**config.mk**
```make
export PLATFORM = sky130hd
export DESIGN_NAME = mpn_seq
export DESIGN_NICKNAME = d
export VERILOG_FILES = /design/src/rtl/mpn_pkg.sv /design/src/rtl/mpn_step_rom.sv /design/src/rtl/mpn_byte_ctr.sv /design/src/rtl/mpn_busy_timer.sv /design/src/rtl/mpn_seq.sv
export SDC_FILE = /design/constraint.sdc
export NUM_CORES = 1
export LEC_CHECK = 0
export ABC_AREA = 1
export BUFFER_PORTS_ARGS = -buffer_cell sky130_fd_sc_hd__buf_2
export CAP_MARGIN = 20
export CELL_PAD_IN_SITES_DETAIL_PLACEMENT = 1
export CELL_PAD_IN_SITES_GLOBAL_PLACEMENT = 1
export CORE_ASPECT_RATIO = 2
export CORE_UTILIZATION = 40
export DETAILED_ROUTE_END_ITERATION = 10
export PLACE_DENSITY_LB_ADDON = 0.1
export SLEW_MARGIN = 40
export SYNTH_ARGS = -nofsm -noshare
export SYNTH_HDL_FRONTEND = slang
export SYNTH_SLANG_ARGS = --single-unit
```
**constraint.sdc**
```tcl
create_clock -name clk -period 2.9 [get_ports clk]
set_input_delay 0.435 -clock clk [delete_from_list [all_inputs] [get_ports clk]]
set_output_delay 0.435 -clock clk [all_outputs]
set_load 0.005 [all_outputs]
```
**src/rtl/mpn_pkg.sv**
```systemverilog
package mpn_pkg;
  localparam int IW          = 4;
  localparam int ADDR_CYCLES = 5;
  localparam int ROW_START   = 2;

  typedef enum logic [1:0] {OP_READ = 2'd0, OP_PROG = 2'd1, OP_ERASE = 2'd2, OP_BAD = 2'd3} op_e;
  typedef enum logic [2:0] {K_CMD, K_ADDR, K_WDATA, K_RDATA, K_WAIT, K_STAT, K_END} kind_e;

  typedef struct packed {
    kind_e      kind;
    logic       plane;
    logic [7:0] val;
  } step_t;

  localparam logic [7:0] C_RD_OPEN  = 8'h00;
  localparam logic [7:0] C_RD_GO    = 8'h30;
  localparam logic [7:0] C_RD_SEL   = 8'h06;
  localparam logic [7:0] C_RD_SELGO = 8'hE0;
  localparam logic [7:0] C_PG_OPEN  = 8'h80;
  localparam logic [7:0] C_PG_HOLD  = 8'h11;
  localparam logic [7:0] C_PG_GO    = 8'h10;
  localparam logic [7:0] C_ER_OPEN  = 8'h60;
  localparam logic [7:0] C_ER_GO    = 8'hD0;
  localparam logic [7:0] C_STATUS   = 8'h70;
endpackage

```
**src/rtl/mpn_step_rom.sv**
```systemverilog
module mpn_step_rom
  import mpn_pkg::*;
(
  input  op_e             op,
  input  logic [IW-1:0]   idx,
  output step_t           step
);
  function automatic step_t mk(kind_e k, logic p, logic [7:0] v);
    step_t s;
    s.kind  = k;
    s.plane = p;
    s.val   = v;
    return s;
  endfunction

  always_comb begin
    step = mk(K_END, 1'b0, 8'h00);
    unique case (op)
      OP_READ: begin
        unique case (idx)
          4'd0:    step = mk(K_CMD,   1'b0, C_RD_OPEN);
          4'd1:    step = mk(K_ADDR,  1'b0, 8'h00);
          4'd2:    step = mk(K_CMD,   1'b0, C_RD_OPEN);
          4'd3:    step = mk(K_ADDR,  1'b1, 8'h00);
          4'd4:    step = mk(K_CMD,   1'b0, C_RD_GO);
          4'd5:    step = mk(K_WAIT,  1'b0, 8'h00);
          4'd6:    step = mk(K_RDATA, 1'b0, 8'h00);
          4'd7:    step = mk(K_CMD,   1'b0, C_RD_SEL);
          4'd8:    step = mk(K_ADDR,  1'b1, 8'h00);
          4'd9:    step = mk(K_CMD,   1'b0, C_RD_SELGO);
          4'd10:   step = mk(K_RDATA, 1'b1, 8'h00);
          default: step = mk(K_END,   1'b0, 8'h00);
        endcase
      end
      OP_PROG: begin
        unique case (idx)
          4'd0:    step = mk(K_CMD,   1'b0, C_PG_OPEN);
          4'd1:    step = mk(K_ADDR,  1'b0, 8'h00);
          4'd2:    step = mk(K_WDATA, 1'b0, 8'h00);
          4'd3:    step = mk(K_CMD,   1'b0, C_PG_HOLD);
          4'd4:    step = mk(K_WAIT,  1'b0, 8'h00);
          4'd5:    step = mk(K_CMD,   1'b0, C_PG_OPEN);
          4'd6:    step = mk(K_ADDR,  1'b1, 8'h00);
          4'd7:    step = mk(K_WDATA, 1'b1, 8'h00);
          4'd8:    step = mk(K_CMD,   1'b0, C_PG_GO);
          4'd9:    step = mk(K_WAIT,  1'b0, 8'h00);
          4'd10:   step = mk(K_CMD,   1'b0, C_STATUS);
          4'd11:   step = mk(K_STAT,  1'b0, 8'h00);
          default: step = mk(K_END,   1'b0, 8'h00);
        endcase
      end
      OP_ERASE: begin
        unique case (idx)
          4'd0:    step = mk(K_CMD,   1'b0, C_ER_OPEN);
          4'd1:    step = mk(K_ADDR,  1'b0, 8'h00);
          4'd2:    step = mk(K_CMD,   1'b0, C_ER_OPEN);
          4'd3:    step = mk(K_ADDR,  1'b1, 8'h00);
          4'd4:    step = mk(K_CMD,   1'b0, C_ER_GO);
          4'd5:    step = mk(K_WAIT,  1'b0, 8'h00);
          4'd6:    step = mk(K_CMD,   1'b0, C_STATUS);
          4'd7:    step = mk(K_STAT,  1'b0, 8'h00);
          default: step = mk(K_END,   1'b0, 8'h00);
        endcase
      end
      default: step = mk(K_END, 1'b0, 8'h00);
    endcase
  end
endmodule

```
**src/rtl/mpn_byte_ctr.sv**
```systemverilog
module mpn_byte_ctr #(
  parameter int PAGE_BYTES = 4314
) (
  input  logic clk,
  input  logic rst,
  input  logic inc,
  output logic last
);
  localparam int CW = (PAGE_BYTES > 1) ? $clog2(PAGE_BYTES) : 1;

  logic [CW-1:0] cnt;

  assign last = (cnt == CW'(PAGE_BYTES - 1));

  always_ff @(posedge clk) begin
    if (rst)       cnt <= '0;
    else if (inc)  cnt <= last ? '0 : cnt + 1'b1;
  end

  // the page counter restarts exactly after the final byte of a plane
  assert_wrap_at_page_R8: assert property (@(posedge clk) disable iff (rst)
    (inc && last) |=> (cnt == '0));
endmodule

```
**src/rtl/mpn_busy_timer.sv**
```systemverilog
module mpn_busy_timer #(
  parameter int TO_W = 20
) (
  input  logic            clk,
  input  logic            rst,
  input  logic            run,
  input  logic [TO_W-1:0] limit,
  output logic            expired
);
  logic [TO_W-1:0] cnt;

  assign expired = run && (cnt >= limit);

  always_ff @(posedge clk) begin
    if (rst || !run)    cnt <= '0;
    else if (cnt != '1) cnt <= cnt + 1'b1;
  end
endmodule

```
**src/rtl/mpn_seq.sv**
```systemverilog
module mpn_seq
  import mpn_pkg::*;
#(
  parameter int PAGE_BYTES = 4314,
  parameter int TO_W       = 20,
  parameter int WB_CYC     = 4
) (
  input  logic            clk,
  input  logic            rst,
  input  logic            start,
  input  logic [1:0]      op_a,
  input  logic [1:0]      op_b,
  input  logic [39:0]     addr_a,
  input  logic [39:0]     addr_b,
  input  logic [TO_W-1:0] busy_limit,
  input  logic [7:0]      wr_data,
  output logic            wr_req,
  output logic [7:0]      rd_data,
  output logic            rd_valid,
  output logic            rd_plane,
  output logic            busy,
  output logic            done,
  output logic            err_mix,
  output logic            err_timeout,
  output logic            status_fail,
  output logic            fl_cle,
  output logic            fl_ale,
  output logic            fl_we_n,
  output logic            fl_re_n,
  output logic [7:0]      fl_dq_out,
  output logic            fl_dq_oe,
  input  logic [7:0]      fl_dq_in,
  input  logic            fl_rb_n
);
  localparam int WBW = $clog2(WB_CYC + 1);

  logic          run, ph, rb_m, rb_s;
  op_e           op_q;
  logic [IW-1:0] idx;
  logic [2:0]    acnt, acnt_base;
  logic [WBW-1:0] wbc;
  logic [39:0]   a_q, b_q, cur_addr;
  step_t         st;

  logic       cle_nx, ale_nx, we_nx, re_nx, oe_nx, step_end, tmr_run, tmr_exp;
  logic       ctr_inc, blast, wb_done;
  logic [7:0] dq_nx, abyte;

  mpn_step_rom u_rom (.op(op_q), .idx(idx), .step(st));

  mpn_byte_ctr #(.PAGE_BYTES(PAGE_BYTES)) u_ctr (
    .clk(clk), .rst(rst), .inc(ctr_inc), .last(blast));

  mpn_busy_timer #(.TO_W(TO_W)) u_tmr (
    .clk(clk), .rst(rst), .run(tmr_run), .limit(busy_limit), .expired(tmr_exp));

  assign busy      = run;
  assign acnt_base = (op_q == OP_ERASE) ? 3'(ROW_START) : 3'd0;
  assign cur_addr  = st.plane ? b_q : a_q;
  assign abyte     = cur_addr[{acnt, 3'b000} +: 8];
  assign wb_done   = (wbc == WBW'(WB_CYC));
  assign ctr_inc   = run && ph && (st.kind == K_WDATA || st.kind == K_RDATA);

  always_comb begin
    cle_nx = 1'b0; ale_nx = 1'b0; we_nx = 1'b1; re_nx = 1'b1; oe_nx = 1'b0;
    dq_nx = fl_dq_out; step_end = 1'b0; tmr_run = 1'b0;
    if (run) begin
      unique case (st.kind)
        K_CMD: begin
          cle_nx = 1'b1; oe_nx = 1'b1; dq_nx = st.val; we_nx = ph; step_end = ph;
        end
        K_ADDR: begin
          ale_nx = 1'b1; oe_nx = 1'b1; dq_nx = abyte; we_nx = ph;
          step_end = ph && (acnt == 3'(ADDR_CYCLES - 1));
        end
        K_WDATA: begin
          oe_nx = 1'b1; dq_nx = ph ? fl_dq_out : wr_data; we_nx = ph;
          step_end = ph && blast;
        end
        K_RDATA: begin
          re_nx = ph; step_end = ph && blast;
        end
        K_STAT: begin
          re_nx = ph; step_end = ph;
        end
        K_WAIT: begin
          tmr_run = 1'b1; step_end = wb_done && rb_s;
        end
        default: ;
      endcase
    end
  end

  always_ff @(posedge clk) begin
    if (rst) begin
      run <= 1'b0; ph <= 1'b0; op_q <= OP_READ; idx <= '0; acnt <= '0; wbc <= '0;
      a_q <= '0; b_q <= '0; rb_m <= 1'b1; rb_s <= 1'b1;
      fl_cle <= 1'b0; fl_ale <= 1'b0; fl_we_n <= 1'b1; fl_re_n <= 1'b1;
      fl_dq_out <= '0; fl_dq_oe <= 1'b0;
      wr_req <= 1'b0; rd_data <= '0; rd_valid <= 1'b0; rd_plane <= 1'b0;
      done <= 1'b0; err_mix <= 1'b0; err_timeout <= 1'b0; status_fail <= 1'b0;
    end else begin
      fl_cle <= cle_nx; fl_ale <= ale_nx; fl_we_n <= we_nx; fl_re_n <= re_nx;
      fl_dq_out <= dq_nx; fl_dq_oe <= oe_nx;
      rb_m <= fl_rb_n; rb_s <= rb_m;
      done <= 1'b0; err_mix <= 1'b0; wr_req <= 1'b0; rd_valid <= 1'b0;
      if (!run) begin
        if (start) begin
          if (op_a != op_b || op_a == OP_BAD) begin
            err_mix <= 1'b1;
          end else begin
            run  <= 1'b1; op_q <= op_e'(op_a); a_q <= addr_a; b_q <= addr_b;
            idx  <= '0; ph <= 1'b0; wbc <= '0;
            acnt <= (op_a == OP_ERASE) ? 3'(ROW_START) : 3'd0;
            err_timeout <= 1'b0; status_fail <= 1'b0;
          end
        end
      end else begin
        if (st.kind inside {K_CMD, K_ADDR, K_WDATA, K_RDATA, K_STAT}) ph <= ~ph;
        if (st.kind == K_ADDR && ph) acnt <= step_end ? acnt_base : acnt + 3'd1;
        if (st.kind == K_WDATA && !ph) wr_req <= 1'b1;
        if (st.kind == K_RDATA && ph) begin
          rd_valid <= 1'b1; rd_data <= fl_dq_in; rd_plane <= st.plane;
        end
        if (st.kind == K_STAT && ph) status_fail <= fl_dq_in[0];
        if (st.kind == K_WAIT && !wb_done) wbc <= wbc + 1'b1;
        if (step_end) begin
          idx <= idx + 1'b1; ph <= 1'b0; wbc <= '0;
        end
        if (st.kind == K_WAIT && tmr_exp && !step_end) begin
          run <= 1'b0; done <= 1'b1; err_timeout <= 1'b1; wbc <= '0;
        end
        if (st.kind == K_END) begin
          run <= 1'b0; done <= 1'b1;
        end
      end
    end
  end

  // a request with differing or invalid operations never starts
  assert_reject_mix_R1: assert property (@(posedge clk) disable iff (rst)
    (start && !busy && (op_a != op_b || op_a == 2'd3)) |=> (err_mix && !busy));

  // command and address latches are exclusive
  assert_latch_excl_R2: assert property (@(posedge clk) disable iff (rst)
    !(fl_cle && fl_ale));

  // no write strobe while the die reports busy
  assert_no_strobe_busy_R3: assert property (@(posedge clk) disable iff (rst)
    !fl_rb_n |-> fl_we_n);

  // program bytes are requested only by a program
  assert_wrreq_prog_R5: assert property (@(posedge clk) disable iff (rst)
    wr_req |-> (op_q == OP_PROG));

  // a timeout can only end a ready/busy wait
  assert_timeout_in_wait_R9: assert property (@(posedge clk) disable iff (rst)
    $rose(err_timeout) |-> $past(run && st.kind == K_WAIT));

  // completion is reported only with busy low
  assert_done_idle_R10: assert property (@(posedge clk) disable iff (rst)
    done |-> !busy);
endmodule

```
==> impl_metrics.ini, run 1 <==
[synthesis]
synth_edf_count = 0
synth_area_um2 = 8583
synth_top_family_by_area = simple AND/OR/NAND/NOR gates
synthMuxAreaShare_pct = 0
synth_ff_type = dfxtp_1
syn_avg_cell_area_um2 = 7.237
ys_warn_count = 0
async_flop_share_pct = 0
syn-num-nets = 1338
synth-seq-area-share_pct = 41.75
synth_area_leaders = dfxtp_1 42%, nand2_1 10%, a21oi_1 9.6%
synth-adder-area-share_pct = 4.082
synth_compound_area_share_pct = 19.87
ys_top_cells_by_count = 232 x nand2_1, 179 x dfxtp_1, 165 x a21oi_1
yosysTopAreaCell = dfxtp_1
synth_top_area_share_pct = 41.75
yosysMostFrequentCell = nand2_1
yosysUniqueCellTypes = 44
ys_ff_latch = 179
synthSimpleGateAreaFrac_pct = 23.92
syn_inst = 1186
synth_xor_area_share_pct = 1.327

[timing]
finalHoldViolCount = 0
finalClockSkew_ps = 10.31
post-route-min-period_ps = 2621
whs_ps = 174.9
fmaxAchievable_mhz = 381.6
maxSlewHeadroom_pct = 54.00
finalCritPeriodShare_pct = 90.37
rsz0062_at_grt = false
tightest_slew_ps = 690.0
maxSlewViolCount = 0
setup_viol = 0
fin_setup_tns_ps = 0

[routing]
post_drt_wl_per_cell_um = 17.01
first_pass_iters = 4
viasPerCell = 5.197
drt-total-wl_um = 27370
ant_nets = 0
drcViolationCount = 0
routed-via-count = 8362
drt-initial-drc-count = 286

[floorplan]
core_area_um2 = 21020
initial_core_util_pct = 40.83
die-area_um2 = 22080
rows = 75
die_h_um = 209.2
io_pins = 153
die-width_um = 105.6

[final_layout]
drive_gt1_share_pct = 19.03
stdcell_area_um2 = 10290
utilization_pct = 48.98
num-nets-final = 1480
diodes = 0
area_growth_pct = 19.94

[critical_path]
crit_fanout = 12
crit_arrival_ps = 2950
cp-end-kind = flip-flop
worstSetupPathType = reg -> reg
cp_data_required_time_ps = 3230
start_kind = flip-flop

[placement]
io_buffers = 152
gp_congestion = 0.8629
dpl.hpwl_um = 20760
postPlaceCellArea_um2 = 9711

[pwr]
power.switching_mw = 1.386
p_int_mw = 4.056
finalPower_mw = 5.441
power_leakage_nw = 4.516
p_per_area_nw_per_um2 = 528.5
power_switching_share_pct = 25.47
pwr-share-clk_pct = 42.8
pwr-share-seq_pct = 47.4
ir_drop_uv = 385.9
combPwrFrac_pct = 9.8

[grt]
grt_first_pass_wirelength_um = 43670
grt_use_met1_pct = 25.76
grt_pass1_vias = 8796
antenna_found_initial = 0
grt_start_max_net_pins = 76
grt_use_met2_pct = 50.11
grt_most_used_layer = met2
grt_overflow = 0
track_usage_pct = 25.73
met3_usage_pct = 3.618

[clocking]
cts_resized = 0
clk-insertion-delay-late_ps = 450
postCtsSetupBuffers = 0
cts_sinks = 179
path_clk_slew_ps = 60
clock_tree.root_cell = clkbuf_16
hold_buffers = 0
cts_buffer_depth = 2
htreeDepth = 4
cts_tree = built
numCtsBuffers = 17

[outcome]
status = completed

[job]
cap_violations = 0

[worst_hold_path]
hp-class = in -> reg
[cell families (layout without fill, tap and decap cells)]
| kind of cell | after synthesis | count (layout) |
|---|---|---|
| xor+xnor | 13 | 13 |
| compound gates | 316 | 316 |
| fa+ha+maj | 28 | 28 |
| flops | 179 | 179 |
| buf+inv | 204 | 358 |
| simple gates | 446 | 446 |
[power groups by stage]
stage               Sequential (mW)  Combinational [mW]  Clock, mW
floorplan                      2.62               0.307          0
global placement               2.63               0.525          0
detailed placement             2.64               0.537          0
CTS                            2.58               0.540       2.38
global route                   2.59               0.596       2.47
finish                         2.58               0.533       2.33
[layout by cell type, fill, tap and decap left out, drive strengths merged, types with 3 or more instances in the layout]
| cell | netlist | final |
|---|---|---|
| a211oi | 10 | 10 |
| a21oi | 167 | 167 |
| buf | 11 | 174 |
| clkbuf | 40 | 20 |
| clkinv | 3 | 7 |
| clkinvlp | 0 | 3 |
| dfxtp | 179 | 179 |
| ha | 28 | 28 |
| inv | 150 | 152 |
| nand2 | 249 | 249 |
| nand3 | 82 | 82 |
| nand4 | 9 | 9 |
| nor2 | 82 | 82 |
| nor3 | 17 | 17 |
| o211ai | 11 | 11 |
| o21a | 5 | 5 |
| o21ai | 113 | 113 |
| xnor2 | 3 | 3 |
| xor2 | 10 | 10 |
[stage by stage]
step | instances | setup slack [ps]
after floorplan | 1186 | 859.4
after global placement | 1578 | 276.8
after detailed placement | 1578 | 256.4
after CTS | 1609 | 243.2
after global routing | 1609 | 41.12
final | 1609 | 279.3
[critical path, stage by stage, from the launching register on]
cell	delay, ps
dfxtp_1	470
inv_2	110
nor2_4	200
nand2_2	70
nand3_2	120
buf_4	220
nand2_1	70
nor2_1	290
inv_1	250
o21ai_1	330
inv_1	100
o21ai_1	190
nor2_1	70
[path summary, 6_finish.rpt]
path                                            from                   end  slack, ps  cells past startpoint
worst max-delay path            op_q[1]$_SDFFE_PP0P_  acnt[2]$_SDFFE_PP0P_        280                     12
worst min-delay path                         fl_rb_n       rb_m$_SDFF_PP1_        170                      2
worst min register to register       rb_m$_SDFF_PP1_       rb_s$_SDFF_PP1_        410                      1
worst max register to register  op_q[1]$_SDFFE_PP0P_  acnt[2]$_SDFFE_PP0P_        280                     12
[area by class of cell]
| type | instances | area (um^2) |
|---|---|---|
| fill | 2788 | 10730 |
| multi-input combinational | 803 | 4240 |
| clock inverter | 11 | 127.6 |
| inverter | 153 | 574.3 |
| clock buffer | 20 | 456.7 |
| tap | 269 | 336.6 |
| timing repair buffer | 174 | 975.9 |
| sequential | 179 | 3583 |
[per-layer routing]
metal  vias to the layer above  wire length, um
met5                         -                0
met4                         0             1118
met3                        50              704
met2                       145            15300
met1                      3990            10250
li1                       4177                -
(Power assumes the default switching activity.)
==> inputs of run 2 (changes only) <==
--- a/config.mk
+++ b/config.mk
@@ -11,9 +11,10 @@
 export CELL_PAD_IN_SITES_DETAIL_PLACEMENT = 1
 export CELL_PAD_IN_SITES_GLOBAL_PLACEMENT = 1
 export CORE_ASPECT_RATIO = 2
-export CORE_UTILIZATION = 40
+export CORE_UTILIZATION = 30
 export DETAILED_ROUTE_END_ITERATION = 10
 export PLACE_DENSITY_LB_ADDON = 0.1
+export SKIP_CTS_REPAIR_TIMING = 1
 export SLEW_MARGIN = 40
 export SYNTH_ARGS = -nofsm -noshare
 export SYNTH_HDL_FRONTEND = slang
==> impl_metrics.ini, run 2 (synthesis gave the netlist of run 1 again) <==
[critical_path]
crit_fanout = 29
start_kind = flip-flop
crit_start = op_q[0]$_SDFFE_PP0P_
crit_arrival_ps = 2950
r2r_end = fl_dq_out[1]$_SDFFE_PP0P_
reg2reg_slack_ps = 330
cp_data_required_time_ps = 3290
crit_path_end = fl_dq_out[1]$_SDFFE_PP0P_
worstSetupPathType = reg -> reg
r2r_start = op_q[0]$_SDFFE_PP0P_
worst_r2r_path_depth = 11
cp-end-kind = flip-flop

[clocking]
htreeDepth = 4
clk-insertion-delay-late_ps = 450
cts_buffer_depth = 2
cts_sinks = 179
path_clk_slew_ps = 70
clock_tree.root_cell = clkbuf_16
numCtsBuffers = 17
cts_tree = built

[pwr]
ir_drop_uv = 431.0
power.switching_mw = 1.423
pwr-share-seq_pct = 46.8
pwr-share-clk_pct = 43.4
power_leakage_nw = 4.549
p_per_area_nw_per_um2 = 527.5
combPwrFrac_pct = 9.8
p_int_mw = 4.089
power_switching_share_pct = 25.82

[timing]
maxSlewViolCount = 0
rsz0062_at_grt = false
whs_ps = 170.8
maxSlewHeadroom_pct = 48.12
setup_viol = 0
finalHoldViolCount = 0
finalCritPeriodShare_pct = 88.48
tightest_slew_ps = 778.3
fmaxAchievable_mhz = 389.7
finalClockSkew_ps = 11.08
post-route-min-period_ps = 2566
fin_setup_tns_ps = 0

[final_layout]
final_common_cell = nand2_1
area_growth_pct = 21.74
num-nets-final = 1485
final_cell_mix = 232 x nand2_1, 179 x dfxtp_1, 165 x a21oi_1
seqCellArea_um2 = 3583
multi_input_area_um2 = 4247
diodes = 0
drive_gt1_share_pct = 19.47
fillers = 3587

[floorplan]
io_pins = 153
die-area_um2 = 29330
initial_core_util_pct = 30.44
die-width_um = 121.6
die_h_um = 241.2
rows = 87
core_area_um2 = 28190

[placement]
gp_congestion = 0.8272
io_buffers = 152
dpl.hpwl_um = 23160

[grt]
grt_start_max_net_pins = 104
track_usage_pct = 21.12
grt_first_pass_wirelength_um = 46400
grt_overflow = 0
grt_pass1_vias = 8838
antenna_found_initial = 0

[outcome]
status = completed

[worst_hold_path]
hp-class = in -> reg

[routing]
viasPerCell = 4.892
post_drt_wl_per_cell_um = 17.40
routed-via-count = 8327
drt-initial-drc-count = 359
drt-total-wl_um = 29620
drcViolationCount = 0
ant_nets = 0
first_pass_iters = 6

[job]
cap_violations = 0
[run 2: worst min-delay path by stage]
| stage | slack (ps) | endpoint | cells after the start | startpoint |
|---|---|---|---|---|
| global route | 150 | rb_m$_SDFF_PP1_ | 2 | fl_rb_n |
| detailed placement | 400 | rb_s$_SDFF_PP1_ | 1 | rb_m$_SDFF_PP1_ |
| floorplan | 390 | rb_s$_SDFF_PP1_ | 1 | rb_m$_SDFF_PP1_ |
| CTS | 140 | rb_m$_SDFF_PP1_ | 2 | fl_rb_n |
| finish | 170 | rb_m$_SDFF_PP1_ | 2 | fl_rb_n |
| global placement | 400 | rb_s$_SDFF_PP1_ | 1 | rb_m$_SDFF_PP1_ |
[run 2: power by group through the flow]
| stage | logic [mW] | clock network, mW | registers (mW) |
|---|---|---|---|
| 2_1_floorplan | 0.307 | 0 | 2.62 |
| 4_1_cts | 0.554 | 2.46 | 2.58 |
| 6_report | 0.539 | 2.39 | 2.58 |
| 5_1_grt | 0.609 | 2.54 | 2.59 |
| 3_5_place_dp | 0.552 | 0 | 2.64 |
| 3_3_place_gp | 0.546 | 0 | 2.64 |
[run 2: through the flow]
stage               cells  power (mW)  util (%)  cell area [um^2]  worst slack (ps)
floorplan            1186       2.929         -              8583             859.4
global placement     1670       3.184     34.92              9844             92.78
detailed placement   1670       3.191     34.92              9844             67.67
CTS                  1702       5.598     37.04             10440             41.65
global route         1702       5.739     37.06             10450             45.32
finish               1702       5.512     37.06             10450             334.1
[run 2: final cells by class]
cell class	instances	share of cell area [%]
Multi-Input combinational cell	803	40.64
Sequential cell	179	34.30
Timing Repair Buffer	179	9.580
Inverter	153	5.496
Clock buffer	22	4.538
Tap cell	356	4.263
Clock inverter	10	1.185
[run 2: routing by layer]
| layer | part of all wire, % | GRT usage [%] | wire (um) |
|---|---|---|---|
| met5 | 0 | 0 | 0 |
| met3 | 2.3 | 2.990 | 669 |
| met1 | 37 | 20.78 | 11010 |
| met4 | 3.5 | 10.51 | 1051 |
| met2 | 57 | 41.77 | 16890 |
[run 2: worst max-delay path, stage by stage, from the launching register on]
cell and delay (ps):
dfxtp_1 520, inv_2 90, nor2_1 340, nand2_1 130, nand3_2 350, buf_12 230, o21ai_0 120, o21ai_0 240
nand2_1 90, o2111ai_1 90, nand3_1 140, a21oi_1 140
==> inputs of run 3 (changes only) <==
==> constraint.sdc (replaced) <==
create_clock -name clk -period 3.15 [get_ports clk]
set_input_delay 0.4725 -clock clk [delete_from_list [all_inputs] [get_ports clk]]
set_output_delay 0.4725 -clock clk [all_outputs]
set_load 0.005 [all_outputs]
==> impl_metrics.ini, run 3 (synthesis gave the netlist of run 1 again) <==
[timing]
fmaxAchievable_mhz = 380.7
finalClockSkew_ps = 6.789
whs_ps = 206.1
finalCritPeriodShare_pct = 83.39
tightest_slew_ps = 800.2
rsz0062_at_grt = false
maxSlewHeadroom_pct = 46.65
finalHoldViolCount = 0
fin_ws_ps = 523.1
maxSlewViolCount = 0
post-route-min-period_ps = 2627
fin_setup_tns_ps = 0
setup_viol = 0

[pwr]
pwr-share-seq_pct = 47.0
power_switching_share_pct = 25.33
p_int_mw = 3.779
power_leakage_nw = 4.544
pwr-share-clk_pct = 43.3
ir_drop_uv = 337.8
combPwrFrac_pct = 9.8
power.switching_mw = 1.282
p_per_area_nw_per_um2 = 485.3
finalPower_mw = 5.061

[grt]
track_usage_pct = 21.05
antenna_found_initial = 0
grt_overflow = 0
grt_start_max_net_pins = 59
grt_pass1_vias = 8747
grt_first_pass_wirelength_um = 46380

[placement]
io_buffers = 152
dpl.hpwl_um = 22690
gp_congestion = 0.8504
dp_cells = 1669
postPlaceCellArea_um2 = 9837
place_ws_ps = 454.6

[routing]
first_pass_iters = 4
ant_nets = 0
drcViolationCount = 0
drt-total-wl_um = 29340
viasPerCell = 4.872
drt-initial-drc-count = 242
post_drt_wl_per_cell_um = 17.25
routed-via-count = 8287

[clocking]
numCtsBuffers = 17
cts_buffer_depth = 2
cts_tree = built
clock_tree.root_cell = clkbuf_16
path_clk_slew_ps = 70
clk-insertion-delay-late_ps = 450
cts_sinks = 179
htreeDepth = 4

[final_layout]
diodes = 0
stdcell_area_um2 = 10430
drive_gt1_share_pct = 19.11
num-nets-final = 1484
area_growth_pct = 21.50
final_cell_mix = 232 x nand2_1, 179 x dfxtp_1, 165 x a21oi_1
final_cells = 1701
utilization_pct = 36.99
final_common_cell = nand2_1
fillers = 3537

[floorplan]
core_area_um2 = 28190
io_pins = 153
rows = 87
die_h_um = 241.2
initial_core_util_pct = 30.44
die-width_um = 121.6
die-area_um2 = 29330

[critical_path]
crit_arrival_ps = 2970
cp_top_family = simple AND/OR/NAND/NOR gates
critPathBufInv = 2
crit_chain = buf_4, nor2_1, nor2_1, nor2_8, nand3_2, inv_2, nand2_1, nor3_2, nand2_1, nor2_1, nand3_1, nor2_1, nand3_1, nand2_1, nor2_1
worstSetupPathType = reg -> reg
cp_data_required_time_ps = 3490
start_kind = flip-flop
max_stage_delay_ps = 350
crit_fanout = 16
cp-end-kind = flip-flop
critPathMostFrequentCell = nor2_1
cpMaxStageDelayCell = dfxtp_1

[job]
cap_violations = 0

[outcome]
status = completed

[worst_hold_path]
hp-class = in -> reg
run 3: final timing paths:
check                                     to  slack (ps)           startpoint  cells after the start
setup / recovery  u_ctr.cnt[12]$_SDFFE_PP0P_         520  idx[3]$_SDFFE_PP0P_                     15
hold / removal               rb_m$_SDFF_PP1_         210              fl_rb_n                      2
setup reg to reg  u_ctr.cnt[12]$_SDFFE_PP0P_         520  idx[3]$_SDFFE_PP0P_                     15
hold reg to reg          b_q[0]$_SDFFE_PP0P_         450  b_q[0]$_SDFFE_PP0P_                      2
run 3: metal layers:
| layer | vias to the layer above | track usage, % | part of all wire, % |
|---|---|---|---|
| li1 | 4193 | - | - |
| met1 | 3940 | 21.02 | 38 |
| met2 | 121 | 41.94 | 57 |
| met3 | 33 | 3.814 | 2.6 |
| met4 | 0 | 7.669 | 2.4 |
| met5 | - | 0 | 0 |
run 3: final cells by class:
cell class	instances	area, um^2	area share, %
clock inverter	7	96.34	0.9238
clock buffer	25	495.5	4.751
sequential	179	3583	34.36
tap	356	445.4	4.271
inverter	153	574.3	5.507
timing repair buffer	178	993.5	9.526
multi-input combinational	803	4240	40.66
run 3: power groups by stage:
stage / clock network (mW) / registers [mW] / logic [mW]
floorplan: 0 / 2.41 / 0.282
CTS: 2.25 / 2.38 / 0.508
global route: 2.33 / 2.39 / 0.557
detailed placement: 0 / 2.43 / 0.505
global placement: 0 / 2.43 / 0.498
finish: 2.19 / 2.38 / 0.494
